==> src/rtl/acc_alu_pkg.sv <==
`timescale 1ns/1ps
package acc_alu_pkg;

    typedef enum logic [1:0] {
        OPA_BUS  = 2'd0,
        OPA_ZERO = 2'd1,
        OPA_AND  = 2'd2,
        OPA_OR   = 2'd3
    } opa_sel_e;

    typedef enum logic [1:0] {
        OPB_ACC  = 2'd0,
        OPB_NACC = 2'd1,
        OPB_ZERO = 2'd2,
        OPB_ONES = 2'd3
    } opb_sel_e;

    typedef enum logic [1:0] {
        LNK_KEEP = 2'd0,
        LNK_INV  = 2'd1,
        LNK_CLR  = 2'd2,
        LNK_SET  = 2'd3
    } lnk_sel_e;

    typedef enum logic [2:0] {
        ROT_NONE = 3'd0,
        ROT_L1   = 3'd1,
        ROT_L2   = 3'd2,
        ROT_R1   = 3'd3,
        ROT_R2   = 3'd4
    } rot_op_e;

    typedef struct packed {
        logic l1;
        logic l2;
        logic r1;
        logic r2;
    } rot_ctl_t;

    // Exactly one active control selects a rotation; anything else passes through.
    function automatic rot_op_e rot_decode(input rot_ctl_t c);
        rot_op_e op;
        case (c)
            4'b1000: op = ROT_L1;
            4'b0100: op = ROT_L2;
            4'b0010: op = ROT_R1;
            4'b0001: op = ROT_R2;
            default: op = ROT_NONE;
        endcase
        return op;
    endfunction

endpackage

==> src/rtl/acc_opa_mux.sv <==
`timescale 1ns/1ps
module acc_opa_mux
    import acc_alu_pkg::*;
#(
    parameter int W = 12
) (
    input  opa_sel_e       sel,
    input  logic [W-1:0]   bus_val,
    input  logic [W-1:0]   acc_val,
    output logic [W-1:0]   opa
);
    always_comb begin
        case (sel)
            OPA_BUS:  opa = bus_val;
            OPA_ZERO: opa = '0;
            OPA_AND:  opa = bus_val & acc_val;
            OPA_OR:   opa = bus_val | acc_val;
            default:  opa = '0;
        endcase
    end
endmodule

==> src/rtl/acc_opb_mux.sv <==
`timescale 1ns/1ps
module acc_opb_mux
    import acc_alu_pkg::*;
#(
    parameter int W = 12
) (
    input  opb_sel_e       sel,
    input  logic [W-1:0]   acc_val,
    output logic [W-1:0]   opb
);
    always_comb begin
        case (sel)
            OPB_ACC:  opb = acc_val;
            OPB_NACC: opb = ~acc_val;
            OPB_ZERO: opb = '0;
            OPB_ONES: opb = '1;
            default:  opb = '0;
        endcase
    end
endmodule

==> src/rtl/acc_ripple_add.sv <==
`timescale 1ns/1ps
module acc_ripple_add #(
    parameter int W = 12
) (
    input  logic [W-1:0] a,
    input  logic [W-1:0] b,
    output logic [W-1:0] sum,
    output logic         cout
);
    logic [W:0] chain;

    assign chain[0] = 1'b0;

    for (genvar i = 0; i < W; i++) begin : g_fa
        logic p;
        assign p          = a[i] ^ b[i];
        assign sum[i]     = p ^ chain[i];
        assign chain[i+1] = (a[i] & b[i]) | (p & chain[i]);
    end

    assign cout = chain[W];
endmodule

==> src/rtl/acc_link_unit.sv <==
`timescale 1ns/1ps
module acc_link_unit
    import acc_alu_pkg::*;
(
    input  lnk_sel_e sel,
    input  logic     link_val,
    input  logic     carry,
    output logic     link_out
);
    logic chosen;

    always_comb begin
        case (sel)
            LNK_KEEP: chosen = link_val;
            LNK_INV:  chosen = ~link_val;
            LNK_CLR:  chosen = 1'b0;
            LNK_SET:  chosen = 1'b1;
            default:  chosen = 1'b0;
        endcase
    end

    assign link_out = chosen ^ carry;
endmodule

==> src/rtl/acc_rotator.sv <==
`timescale 1ns/1ps
module acc_rotator
    import acc_alu_pkg::*;
#(
    parameter int RW = 13
) (
    input  rot_op_e         op,
    input  logic [RW-1:0]   din,
    output logic [RW-1:0]   dout
);
    for (genvar i = 0; i < RW; i++) begin : g_bit
        localparam int SRC_L1 = (i + RW - 1) % RW;
        localparam int SRC_L2 = (i + RW - 2) % RW;
        localparam int SRC_R1 = (i + 1) % RW;
        localparam int SRC_R2 = (i + 2) % RW;

        always_comb begin
            case (op)
                ROT_L1:  dout[i] = din[SRC_L1];
                ROT_L2:  dout[i] = din[SRC_L2];
                ROT_R1:  dout[i] = din[SRC_R1];
                ROT_R2:  dout[i] = din[SRC_R2];
                default: dout[i] = din[i];
            endcase
        end
    end
endmodule

==> src/rtl/acc_alu_top.sv <==
`timescale 1ns/1ps
module acc_alu_top
    import acc_alu_pkg::*;
#(
    parameter int DW = 12
) (
    input  logic          clk,
    input  logic          rst,
    input  logic [DW-1:0] bus_in,
    input  logic [1:0]    opa_sel,
    input  logic [1:0]    opb_sel,
    input  logic [1:0]    lnk_sel,
    input  logic          rot_l1,
    input  logic          rot_l2,
    input  logic          rot_r1,
    input  logic          rot_r2,
    input  logic          wr_en,
    output logic [DW:0]   result,
    output logic [DW-1:0] acc_q,
    output logic          link_q
);
    localparam int RW = DW + 1;

    logic [DW-1:0] opa, opb, sum;
    logic          carry, link_bit;
    logic [RW-1:0] rot_src;
    rot_ctl_t      rot_ctl;
    rot_op_e       rot_op;

    acc_opa_mux #(.W(DW)) u_opa (
        .sel     (opa_sel_e'(opa_sel)),
        .bus_val (bus_in),
        .acc_val (acc_q),
        .opa     (opa)
    );

    acc_opb_mux #(.W(DW)) u_opb (
        .sel     (opb_sel_e'(opb_sel)),
        .acc_val (acc_q),
        .opb     (opb)
    );

    acc_ripple_add #(.W(DW)) u_add (
        .a    (opa),
        .b    (opb),
        .sum  (sum),
        .cout (carry)
    );

    acc_link_unit u_lnk (
        .sel      (lnk_sel_e'(lnk_sel)),
        .link_val (link_q),
        .carry    (carry),
        .link_out (link_bit)
    );

    assign rot_src = {link_bit, sum};
    assign rot_ctl = '{l1: rot_l1, l2: rot_l2, r1: rot_r1, r2: rot_r2};
    assign rot_op  = rot_decode(rot_ctl);

    acc_rotator #(.RW(RW)) u_rot (
        .op   (rot_op),
        .din  (rot_src),
        .dout (result)
    );

    always_ff @(posedge clk) begin
        if (rst) begin
            acc_q  <= '0;
            link_q <= 1'b0;
        end else if (wr_en) begin
            acc_q  <= result[DW-1:0];
            link_q <= result[DW];
        end
    end
endmodule

==> config.mk <==
export PLATFORM = sky130hd
export DESIGN_NAME = acc_alu_top
export DESIGN_NICKNAME = d
export VERILOG_FILES = /design/src/rtl/acc_alu_pkg.sv /design/src/rtl/acc_opa_mux.sv /design/src/rtl/acc_opb_mux.sv /design/src/rtl/acc_ripple_add.sv /design/src/rtl/acc_link_unit.sv /design/src/rtl/acc_rotator.sv /design/src/rtl/acc_alu_top.sv
export SDC_FILE = /design/constraint.sdc
export NUM_CORES = 1
export LEC_CHECK = 0
export ABC_AREA = 1
export BUFFER_PORTS_ARGS = -buffer_cell sky130_fd_sc_hd__buf_2
export CORE_ASPECT_RATIO = 0.5
export CORE_MARGIN = 1
export CORE_UTILIZATION = 55
export DETAILED_ROUTE_END_ITERATION = 7
export GPL_ROUTABILITY_DRIVEN = 0
export GPL_TIMING_DRIVEN = 0
export PLACE_DENSITY = 0.81
export SKIP_CTS_REPAIR_TIMING = 1
export SYNTH_ARGS = -nofsm -noshare
export SYNTH_HDL_FRONTEND = slang
export SYNTH_SLANG_ARGS = --single-unit
export TNS_END_PERCENT = 5
==> constraint.sdc <==
create_clock -name clk -period 20.1 [get_ports clk]
set_input_delay 4.02 -clock clk [delete_from_list [all_inputs] [get_ports clk]]
set_output_delay 4.02 -clock clk [all_outputs]
set_load 0.005 [all_outputs]
Word-level counts from Yosys, hierarchy flattened --
Index checks and enable logic that the tools add are counted.
Word-level totals: memories kept 0, bits in writable memories 0, bits in latches 0, register bits 13, bits in read-only memories 0, bits of input ports 25, output and inout bits 26
Operators by class: $mul 0, div/mod/pow operators 0, bitwise gates (word level) 62, eq/ne operators 17, $lt $le $gt $ge 0, reductions and logical operators 3, $add $sub $neg 0, shift-type cells 0, mux-type cells 17
Operators by type and width (count):
- 12-bit one-hot mux with 4 select lines | 2
- 1-bit one-hot mux with 4 select lines | 14
- 1-bit bitwise XOR | 24
- 1-bit bitwise AND | 23
- 12-bit bitwise AND | 1
- 2-bit equality test (second input constant) | 6
- 12-bit inverter | 1
- 12-bit bitwise OR | 1
- 3-bit one-hot mux with 4 select lines | 1
- 1-bit bitwise OR | 11
- 2-bit by 1-bit equality test with 1-bit output (second input constant) | 3
- 3-bit by 2-bit equality test with 1-bit output (second input constant) | 2
- 2-bit zero test | 3
- 4-bit by 1-bit equality test with 1-bit output (second input constant) | 1
- 4-bit by 2-bit equality test with 1-bit output (second input constant) | 1
- 4-bit by 3-bit equality test with 1-bit output (second input constant) | 1
- 4-bit equality test (second input constant) | 1
- 3-bit by 1-bit equality test with 1-bit output (second input constant) | 1
- 3-bit equality test (second input constant) | 1
- 1-bit inverter | 1

Logic depth before layout (Yosys ltp) --
Gate-level depths: netlist (run 1).
depth after elaboration 27, gate-level depth with buffers 25, mapped depth without buffers 25

By module --
From an unflattened synthesis (run 1), not the netlist that was laid out.
Second synthesis, totals: cell total of the unflattened synthesis 385, area total of the unflattened synthesis 2100.8 µm²
By module, submodules not included:
- acc_rotator | times used 1, cells each 139, area an instance 679.4 µm², seq. area each 0.0 µm²
- acc_alu_top | times used 1, cells each 72, area an instance 521.8 µm², seq. area each 260.2 µm²
- acc_opa_mux | times used 1, cells each 90, area an instance 375.4 µm², seq. area each 0.0 µm²
- acc_ripple_add | times used 1, cells each 18, area an instance 259.0 µm², seq. area each 0.0 µm²
- acc_opb_mux | times used 1, cells each 53, area an instance 214.0 µm², seq. area each 0.0 µm²
- acc_link_unit | times used 1, cells each 13, area an instance 51.3 µm², seq. area each 0.0 µm²

Least setup slack after synthesis (run 1) --
Ideal clock, no wire load.
path type input port to output port, start in opa_sel[0], end out result[10], path buffers 1, stages on the path 21, data required time 16080 ps, setup slack 6761 ps, data arrival time 9319 ps, cells stage by stage nand2_1 > clkbuf_1 > a32oi_1 > ha_1 > inv_1 > fa_1 > fa_1 > fa_1 > fa_1 > fa_1 > fa_1 > fa_1 > fa_1 > fa_1 > fa_1 > fa_1 > inv_1 > nand3_1 > nand2_1 > nor2_1 > nand3_1
On the way: word-level cells in the longest chain between the ends 27
RTL lines:
- start: declaration | line acc_alu_top.sv:10 | input logic [1:0] opa_sel,
- 2-bit equality test, or another cell as far along | line acc_opa_mux.sv:13 | case (sel)
- 12-bit one-hot mux with 4 select lines (*) | line acc_opa_mux.sv:13
- 1-bit bitwise XOR / 1-bit bitwise AND (equally long branches) | line acc_ripple_add.sv:16, acc_ripple_add.sv:18
- 1-bit bitwise AND | line acc_ripple_add.sv:18 | assign chain[i+1] = (a[i] & b[i]) | (p & chain[i]);
- 1-bit bitwise OR | line acc_ripple_add.sv:18
- 1-bit bitwise AND | line acc_ripple_add.sv:18
- 1-bit bitwise OR | line acc_ripple_add.sv:18
- 1-bit bitwise AND | line acc_ripple_add.sv:18
- (+11 left out)
- 1-bit bitwise AND | line acc_ripple_add.sv:18
- 1-bit bitwise OR | line acc_ripple_add.sv:18
- 1-bit bitwise AND | line acc_ripple_add.sv:18
- 1-bit bitwise OR | line acc_ripple_add.sv:18
- 1-bit bitwise AND | line acc_ripple_add.sv:18
- 1-bit bitwise OR | line acc_ripple_add.sv:18
- 1-bit bitwise XOR | line acc_link_unit.sv:22 | assign link_out = chosen ^ carry;
- 1-bit one-hot mux with 4 select lines (*) | line acc_rotator.sv:18 | case (op)
- end: declaration | line acc_alu_top.sv:18 | output logic [DW:0] result,
Every way passes the cells marked *; elsewhere a longest branch is shown, timed or not.

Worst setup path in the final report (run 1) --
start in opb_sel[1], end out result[10]
On the way: word-level cells in the longest chain between the ends 27
RTL lines:
- start: declaration | line acc_alu_top.sv:11 | input logic [1:0] opb_sel,
- 2-bit equality test, or another cell as far along | line acc_opb_mux.sv:12 | case (sel)
- 12-bit one-hot mux with 4 select lines (*) | line acc_opb_mux.sv:12
- 1-bit bitwise XOR / 1-bit bitwise AND (equally long branches) | line acc_ripple_add.sv:16, acc_ripple_add.sv:18
- 1-bit bitwise AND | line acc_ripple_add.sv:18
- 1-bit bitwise OR | line acc_ripple_add.sv:18
- 1-bit bitwise AND | line acc_ripple_add.sv:18
- 1-bit bitwise OR | line acc_ripple_add.sv:18
- 1-bit bitwise AND | line acc_ripple_add.sv:18
- (+11 left out)
- 1-bit bitwise AND | line acc_ripple_add.sv:18
- 1-bit bitwise OR | line acc_ripple_add.sv:18
- 1-bit bitwise AND | line acc_ripple_add.sv:18
- 1-bit bitwise OR | line acc_ripple_add.sv:18
- 1-bit bitwise AND | line acc_ripple_add.sv:18
- 1-bit bitwise OR | line acc_ripple_add.sv:18
- 1-bit bitwise XOR | line acc_link_unit.sv:22
- 1-bit one-hot mux with 4 select lines (*) | line acc_rotator.sv:18
Marks and branches as above.

==> metrics.log, run 1 <==
[metrics] result of the run: complete, no violations
[metrics] Initial Util: 59.6%
[metrics] worst min-delay path category: reg -> reg
[metrics] CP max FO: 10
[metrics] number of vias per cell after detailed routing: 5.37
[metrics] first-pass iteration count of the detailed router: 6
[metrics] H-tree levels: 1
[metrics] cell type with the highest occurrence count on the critical path: sky130_fd_sc_hd__fa_1
[metrics] reg-to-reg setup timing slack: 13.88 ns
[metrics] number of top-level pins: 51
[metrics] global-route wire length before repair: 8870 um
[metrics] clock network fraction of design power: 14.7%
[metrics] layout net count: 413
[metrics] max-slew headroom at the worst pin: 62.8%
[metrics] wire per inst: 13.1 um
[metrics] leading post-synthesis cells by cell area: sky130_fd_sc_hd__dfxtp_1 14%, sky130_fd_sc_hd__nand2_1 14%, sky130_fd_sc_hd__fa_1 12%, sky130_fd_sc_hd__nand3_1 11%, sky130_fd_sc_hd__inv_1 11%
[metrics] count of mapped cells out of synthesis: 321
[metrics] clk sink count: 13
[metrics] Yosys reg bits: 13
[metrics] fin util: 70.8%
[metrics] quantity of I/O buffers inserted on ports: 50
[metrics] Slew Viols, Final: 0
[metrics] largest net degree at the start of global routing: 11
[metrics] die area: 3590 sq um
[metrics] Crit Path Class: in -> out
[metrics] post-synth top area share: 14.2%
[metrics] distinct cell type count after synthesis: 23
[metrics] overall routed net length: 5430 um
[metrics] number of DRC violations after detailed routing: 0
[metrics] clock skew after layout: 0.00144 ns
[metrics] later-pin clock latency in the skew report: 0.25 ns
[metrics] Combinational Power Share: 66.0%
[metrics] per-instance average area after synthesis: 5.72 sq um
[metrics] internal power: 0.0853 mW
[metrics] cell at the slowest stage of the critical path: sky130_fd_sc_hd__fa_1
[metrics] Power Density: 76.8 nW/um^2
[metrics] transition time at the pin with the least slew margin: 0.558 ns
[metrics] total number of placement rows: 14
[metrics] yosys warns: 0
[metrics] top cell type by total area after synthesis: sky130_fd_sc_hd__dfxtp_1
[metrics] height of the die: 42.9 um
[metrics] vias after detailed routing: 2228
[metrics] buffers and inverters on the worst path: 4
[metrics] max-cap check violation count: 0
[metrics] period utilization: 70.2%
[metrics] worst hold path stage count: 4
[metrics] global route total overflow: 0
[metrics] final setup TNS: 0 ns
[metrics] capturing point of the worst reg2reg path: acc_q[10]
[metrics] worst vdd ir: 0.0511 mV
[metrics] maximum clock frequency: 0.0709 GHz
[metrics] leakage component of the power: 1.24 nW
[metrics] Num CTS Buffers: 3
[metrics] cells along the critical path: buf_2, xnor2_1, clkbuf_1, o21ai_0, fa_1, fa_1, fa_1, fa_1, fa_1, fa_1, fa_1, fa_1, fa_1, fa_1, fa_1, inv_1, nand3_1, nand2_1, nor2_1, nand3_1, buf_2
[metrics] count of nets left with antenna violations after detail routing: 0
[metrics] Synth Net Count: 358
[metrics] hold violation count in the final report: 0
[metrics] start point of the worst min-delay path: link_q
[metrics] post-synthesis cell area: 1840 sq um
[metrics] drt first-iter violations: 168
[metrics] shortest clock period the worst path allows after layout: 14.11 ns
[metrics] source of the worst register-to-register timing path: acc_q[0]
[metrics] final worst-path setup slack: 5.99 ns
[metrics] Critical Path RT: 16.08 ns
[metrics] die extent in x: 83.7 um
[metrics] Arrival @ worst endpoint: 10.09 ns
[metrics] share of synthesized area occupied by flip-flops and latches: 14.2%
[metrics] logic depth of the worst register-to-register path: 22
[metrics] net switching fraction of the power: 49.1%
[metrics] ant diodes: 0
[metrics] detailed-placement wirelength estimate: 4270 um
[metrics] cell chosen for the clock root: sky130_fd_sc_hd__clkbuf_8
[metrics] Critical Path End Type: output port
[metrics] largest incremental delay on the critical path: 0.54 ns
[metrics] total core area: 3080 sq um
[metrics] clock tree from TritonCTS: done
[metrics] Top delay family on crit path: adder cells
[metrics] nature of the critical path startpoint: input port
[metrics] destination of the worst hold path: link_q
[metrics] vias in the first global route: 1976
[metrics] Overall Global Routing Usage: 31.7%
[metrics] number of buffers on the longest clock path: 2
[metrics] number of antenna violations at the first check in global routing: 0
[metrics] power after layout: 0.168 mW
[metrics] share of power burned in registers: 19.2%
[metrics] final number of setup-violating endpoints: 0
[metrics] clock-pin slew of the registers on the worst-case setup and hold paths: 0.06 ns
[metrics] Setup Slack @ Placement: 6.05 ns
[metrics] RSZ-0062 raised after global routing: no
[metrics] net switching power of the design: 0.0823 mW
[metrics] Area growth, synth to finish: 18.9%
[metrics] ratio of cells with drive above 1 in the final layout: 22.1%
-- worst register-to-register path: stages, from the launching register on --
cell and delay [ns]:
sky130_fd_sc_hd__dfxtp_1 0.37, sky130_fd_sc_hd__inv_1 0.07, sky130_fd_sc_hd__a32oi_1 0.21, sky130_fd_sc_hd__ha_1 0.18, sky130_fd_sc_hd__inv_1 0.05, sky130_fd_sc_hd__fa_1 0.38, sky130_fd_sc_hd__fa_1 0.40, sky130_fd_sc_hd__fa_1 0.39
sky130_fd_sc_hd__fa_1 0.39, sky130_fd_sc_hd__fa_1 0.39, sky130_fd_sc_hd__fa_1 0.41, sky130_fd_sc_hd__fa_1 0.39, sky130_fd_sc_hd__fa_1 0.39, sky130_fd_sc_hd__fa_1 0.40, sky130_fd_sc_hd__fa_1 0.45, sky130_fd_sc_hd__fa_1 0.54
sky130_fd_sc_hd__inv_1 0.10, sky130_fd_sc_hd__nand3_1 0.09, sky130_fd_sc_hd__nand2_1 0.05, sky130_fd_sc_hd__nor2_1 0.13, sky130_fd_sc_hd__nand4_1 0.20, sky130_fd_sc_hd__nand2_1 0.11, sky130_fd_sc_hd__inv_1 0.04
-- metal layers --
metal / vias to the layer above / wire length, um / GRT usage (%)
met1: 996 / 2630 / 44.7
met4: 0 / 5 / 5.42
li1: 1124 / - / -
met5: - / 0 / 0
met3: 2 / 513 / 6.03
met2: 106 / 2280 / 51.4
-- sequential cells by signal (all words and copies together), names as in the netlist --
name,count
acc_q,12
link_q,1
-- layout make-up --
class	count	area, sq um
well taps	40	50.0
plain buffers	15	76.3
clock inverters	1	5.00
repair buffers	50	250
multi-input cells	240	1300
clock buffers	3	41.3
fillers	284	900
flip-flops and latches	13	260
inverters	53	199
-- kinds of logic (layout without fill, tap and decap cells) --
group                    after synthesis  count (layout)  share of synthesized area [%]
flip-flops                            13              13                           14.2
adder cells (fa/ha/maj)               12              12                           12.7
buffers and inverters                 68             122                           15.0
XOR/XNOR                               1               1                          0.477
AO/OA/AOI/OAI                         54              54                           15.6
AND/OR/NAND/NOR                      173             173                           42.1
-- Yosys cell counts --
library cell,number
sky130_fd_sc_hd__nand2_1,68
sky130_fd_sc_hd__inv_1,52
sky130_fd_sc_hd__nand3_1,41
sky130_fd_sc_hd__nor2_1,39
sky130_fd_sc_hd__o21ai_0,16
sky130_fd_sc_hd__o21ai_1,15
sky130_fd_sc_hd__nand2_2,14
sky130_fd_sc_hd__dfxtp_1,13
sky130_fd_sc_hd__a21oi_1,12
sky130_fd_sc_hd__fa_1,11
sky130_fd_sc_hd__a31oi_1,10
sky130_fd_sc_hd__clkbuf_1,7
sky130_fd_sc_hd__nor2_2,5
sky130_fd_sc_hd__buf_2,4
sky130_fd_sc_hd__nand4_1,4
sky130_fd_sc_hd__buf_4,2
sky130_fd_sc_hd__nor2_4,2
sky130_fd_sc_hd__a32oi_1,1
sky130_fd_sc_hd__buf_1,1
sky130_fd_sc_hd__buf_6,1
sky130_fd_sc_hd__ha_1,1
sky130_fd_sc_hd__inv_2,1
sky130_fd_sc_hd__xnor2_1,1
-- metrics by stage --
stage               std cells  hold WS (ns)  area [sq um]
detailed placement        411         0.587          2140
finish                    415         0.606          2180
CTS                       415         0.596          2180
floorplan                 321         0.552          1840
global route              415         0.661          2180
global placement          411         0.559          2140
-- worst max path at each step --
stage	slack, ns	start	cells past startpoint	endpoint
2_1_floorplan	6.76	opa_sel[0]	21	result[10]
3_3_place_gp	6.12	opa_sel[1]	25	result[1]
3_5_place_dp	6.05	opb_sel[1]	23	result[1]
4_1_cts	6.04	opb_sel[1]	23	result[1]
5_1_grt	5.69	opb_sel[1]	23	result[11]
6_report	5.99	opb_sel[1]	21	result[10]
-- power by group through the flow --
stage               logic (mW)  registers [mW]  clock network [mW]
floorplan               0.0698          0.0329                   0
global placement         0.106          0.0325                   0
detailed placement       0.108          0.0327                   0
CTS                      0.108          0.0321              0.0254
global route             0.123          0.0328              0.0264
finish                   0.111          0.0322              0.0247
-- layout by cell type, fill, tap and decap left out, types with 2 or more instances in the layout --
cell type and instances:
sky130_fd_sc_hd__nand3_1 41, sky130_fd_sc_hd__nor2_1 39, sky130_fd_sc_hd__buf_4 2, sky130_fd_sc_hd__o21ai_0 16, sky130_fd_sc_hd__nand2_2 14, sky130_fd_sc_hd__inv_1 52, sky130_fd_sc_hd__clkbuf_1 7, sky130_fd_sc_hd__buf_2 54
sky130_fd_sc_hd__nand2_1 68, sky130_fd_sc_hd__nor2_2 5, sky130_fd_sc_hd__a31oi_1 10, sky130_fd_sc_hd__nor2_4 2, sky130_fd_sc_hd__o21ai_1 15, sky130_fd_sc_hd__dfxtp_1 13, sky130_fd_sc_hd__nand4_1 4, sky130_fd_sc_hd__clkbuf_8 3
sky130_fd_sc_hd__a21oi_1 12, sky130_fd_sc_hd__fa_1 11
No activity file was read; power rests on OpenSTA's default activity.
==> inputs of run 2 (changes only) <==
Settings changed: CORE_UTILIZATION 55 to 48, PLACE_DENSITY 0.81 to 0.75.
Clock period 20.1 ns to 12.7 ns, I/O delays scaled along.
==> run 2 against run 1 <==
Combinational power grew 56%. Register-to-register slack lost 7.3 ns. First-iteration DRC count grew 24%. Die area grew 14%. Flip-flop and latch count is the same. Routed wire length shrank 0.55%. Worst hold slack lost 0.027 ns. Sequential power grew 58%. Power grew 58%. Count of clock-buffer cells in the layout is the same. Worst setup slack lost 4.4 ns. Clock power grew 62%.
==> metrics.log, run 2 (synthesized netlist as in run 1, its figures left out) <==
[metrics] Top delay family on crit path: adder cells
[metrics] number of vias per cell after detailed routing: 5.25 (-2.2%)
[metrics] wire per inst: 12.7 um (-3.1%)
[metrics] number of antenna violations at the first check in global routing: 0 (unchanged)
[metrics] number of DRC violations after detailed routing: 0 (unchanged)
[metrics] cells along the critical path: buf_2, xnor2_1, clkbuf_1, o21ai_0, fa_1, fa_1, fa_1, fa_1, fa_1, fa_1, fa_1, fa_1, fa_1, fa_1, fa_1, inv_1, nand2_1, nand2_1, nand2_1, nand2_1, nand2_1, nand3_1, buf_2
[metrics] clock tree from TritonCTS: done
[metrics] cell chosen for the clock root: sky130_fd_sc_hd__clkbuf_8
[metrics] vias after detailed routing: 2236 (+0.36%)
[metrics] shortest clock period the worst path allows after layout: 11.11 ns
[metrics] transition time at the pin with the least slew margin: 0.545 ns (-0.0131 ns)
[metrics] buffers and inverters on the worst path: 4 (unchanged)
[metrics] global-route wire length before repair: 8560 um (-3.5%)
[metrics] total core area: 3550 sq um (+15%)
[metrics] flip-flop count of the largest register, all copies and words added: 12 (unchanged)
[metrics] quantity of I/O buffers inserted on ports: 50 (unchanged)
[metrics] Slew Viols, Final: 0 (unchanged)
[metrics] Critical Path RT: 10.16 ns (-5.92 ns)
[metrics] nature of the critical path startpoint: input port
[metrics] final setup TNS: 0 ns (unchanged)
[metrics] Crit Path Class: in -> out
[metrics] Num CTS Buffers: 3 (unchanged)
[metrics] register name with the most flops: acc_q
[metrics] ratio of cells with drive above 1 in the final layout: 22.1% (unchanged)
[metrics] number of top-level pins: 51 (unchanged)
[metrics] worst min-delay path category: reg -> reg
[metrics] die area: 4090 sq um (+14%)
[metrics] overall routed net length: 5400 um (-0.55%)
[metrics] total number of placement rows: 15 (+1)
[metrics] largest incremental delay on the critical path: 0.44 ns (-0.10 ns)
[metrics] ant diodes: 0 (unchanged)
[metrics] Overall Global Routing Usage: 28.7% (-3.0 points)
[metrics] vias in the first global route: 1897 (-4.0%)
[metrics] CP max FO: 10 (unchanged)
[metrics] most common cell after layout, fill and taps aside: sky130_fd_sc_hd__nand2_1
[metrics] layout net count: 413 (unchanged)
[metrics] result of the run: complete, no violations
[metrics] number of buffers on the longest clock path: 2 (unchanged)
[metrics] clock-pin slew of the registers on the worst-case setup and hold paths: 0.06 ns (about the same)
[metrics] largest net degree at the start of global routing: 11 (unchanged)
[metrics] maximum clock frequency: 0.0900 GHz
[metrics] leakage component of the power: 1.24 nW (unchanged)
[metrics] worst vdd ir: 0.0536 mV (+5.0%)
[metrics] hold violation count in the final report: 0 (unchanged)
[metrics] H-tree levels: 1 (unchanged)
[metrics] cell type with the highest occurrence count on the critical path: sky130_fd_sc_hd__fa_1
[metrics] most used cells in the layout excluding fill and tap cells: 68 x sky130_fd_sc_hd__nand2_1, 54 x sky130_fd_sc_hd__buf_2, 52 x sky130_fd_sc_hd__inv_1, 41 x sky130_fd_sc_hd__nand3_1, 39 x sky130_fd_sc_hd__nor2_1
[metrics] RSZ-0062 raised after global routing: no
[metrics] global route total overflow: 0 (unchanged)
[metrics] Arrival @ worst endpoint: 8.57 ns (-1.52 ns)
[metrics] height of the die: 45.7 um (+6.7%)
[metrics] cell at the slowest stage of the critical path: sky130_fd_sc_hd__fa_1
[metrics] Initial Util: 51.8% (-7.8 points)
[metrics] later-pin clock latency in the skew report: 0.25 ns (about the same)
[metrics] max-slew headroom at the worst pin: 63.7% (+0.87 points)
[metrics] Largest regs: acc_q (12), link_q (1)
[metrics] die extent in x: 89.5 um (+6.9%)
[metrics] drt first-iter violations: 209 (+24%)
[metrics] first-pass iteration count of the detailed router: 4 (-2)
[metrics] clock skew after layout: 0.00161 ns (+0.000172 ns)
[metrics] period utilization: 87.5%
[metrics] fin util: 61.9% (-8.9 points)
[metrics] max-cap check violation count: 0 (unchanged)
[metrics] final number of setup-violating endpoints: 0 (unchanged)
[metrics] clk sink count: 13 (unchanged)
[metrics] Critical Path End Type: output port
[metrics] Area growth, synth to finish: 19.6%
[metrics] count of nets left with antenna violations after detail routing: 0 (unchanged)
[metrics] Power Density: 120 nW/um^2 (+57%)
[metrics] detailed-placement wirelength estimate: 4220 um (-1.2%)
[run 2: cell counts in the layout (fill, tap and decap cells not counted)]
No cell type changed its count.
[run 2: metal layers]
layer	wire length, um	vias to the layer above	global-route usage (%)
li1	-	1121	-
met3	618	2	6.16
met1	2520	994	42.5
met4	33	0	8.89
met5	0	-	0
met2	2220	119	41.5
[run 2: worst reg2reg max path, cell delays in order, from the launching register on]
cell and delay, ns:
sky130_fd_sc_hd__dfxtp_1 0.38, sky130_fd_sc_hd__inv_1 0.07, sky130_fd_sc_hd__a32oi_1 0.22, sky130_fd_sc_hd__ha_1 0.18, sky130_fd_sc_hd__inv_1 0.05, sky130_fd_sc_hd__fa_1 0.37
sky130_fd_sc_hd__fa_1 0.39, sky130_fd_sc_hd__fa_1 0.39, sky130_fd_sc_hd__fa_1 0.38, sky130_fd_sc_hd__fa_1 0.39, sky130_fd_sc_hd__fa_1 0.40, sky130_fd_sc_hd__fa_1 0.40
sky130_fd_sc_hd__fa_1 0.39, sky130_fd_sc_hd__fa_1 0.40, sky130_fd_sc_hd__fa_1 0.43, sky130_fd_sc_hd__fa_1 0.53, sky130_fd_sc_hd__inv_1 0.10, sky130_fd_sc_hd__nand3_1 0.09
sky130_fd_sc_hd__nand2_1 0.05, sky130_fd_sc_hd__nor2_1 0.13, sky130_fd_sc_hd__nand4_1 0.18, sky130_fd_sc_hd__nand2_1 0.10, sky130_fd_sc_hd__inv_1 0.03
[run 2: area by class of cell]
class,instances,area (sq um)
buffer,15,76.3
clock inverter,1,5.00
multi-input combinational,240,1300
fill,355,1350
tap,51,63.8
sequential,13,260
clock buffer,3,41.3
inverter,53,199
timing repair buffer,50,250
[run 2: metrics by stage]
step           std cells  hold WS (ns)  setup slack [ns]  instance area, sq um  power, mW
6_report             426         0.580              1.59                  2200      0.264
5_1_grt              426         0.660              1.30                  2200      0.289
4_1_cts              426         0.584              1.64                  2200      0.263
3_5_place_dp         422         0.570              1.66                  2150      0.222
3_3_place_gp         422         0.559              1.66                  2150      0.219
2_1_floorplan        321         0.552              2.32                  1840      0.163
[run 2: report_power, final]
part	internal, mW	switching, mW
Combinational	0.0662	0.107
Sequential	0.0468	0.00412
Clock	0.0218	0.0183
[run 2: path summary, 6_finish.rpt]
kind / from / endpoint / slack (ns) / cells past startpoint
setup reg to reg: acc_q[0] / acc_q[10] / 6.57 / 22
hold reg to reg: link_q / link_q / 0.58 / 4
setup / recovery: opb_sel[1] / result[1] / 1.59 / 23
hold / removal: link_q / link_q / 0.58 / 4
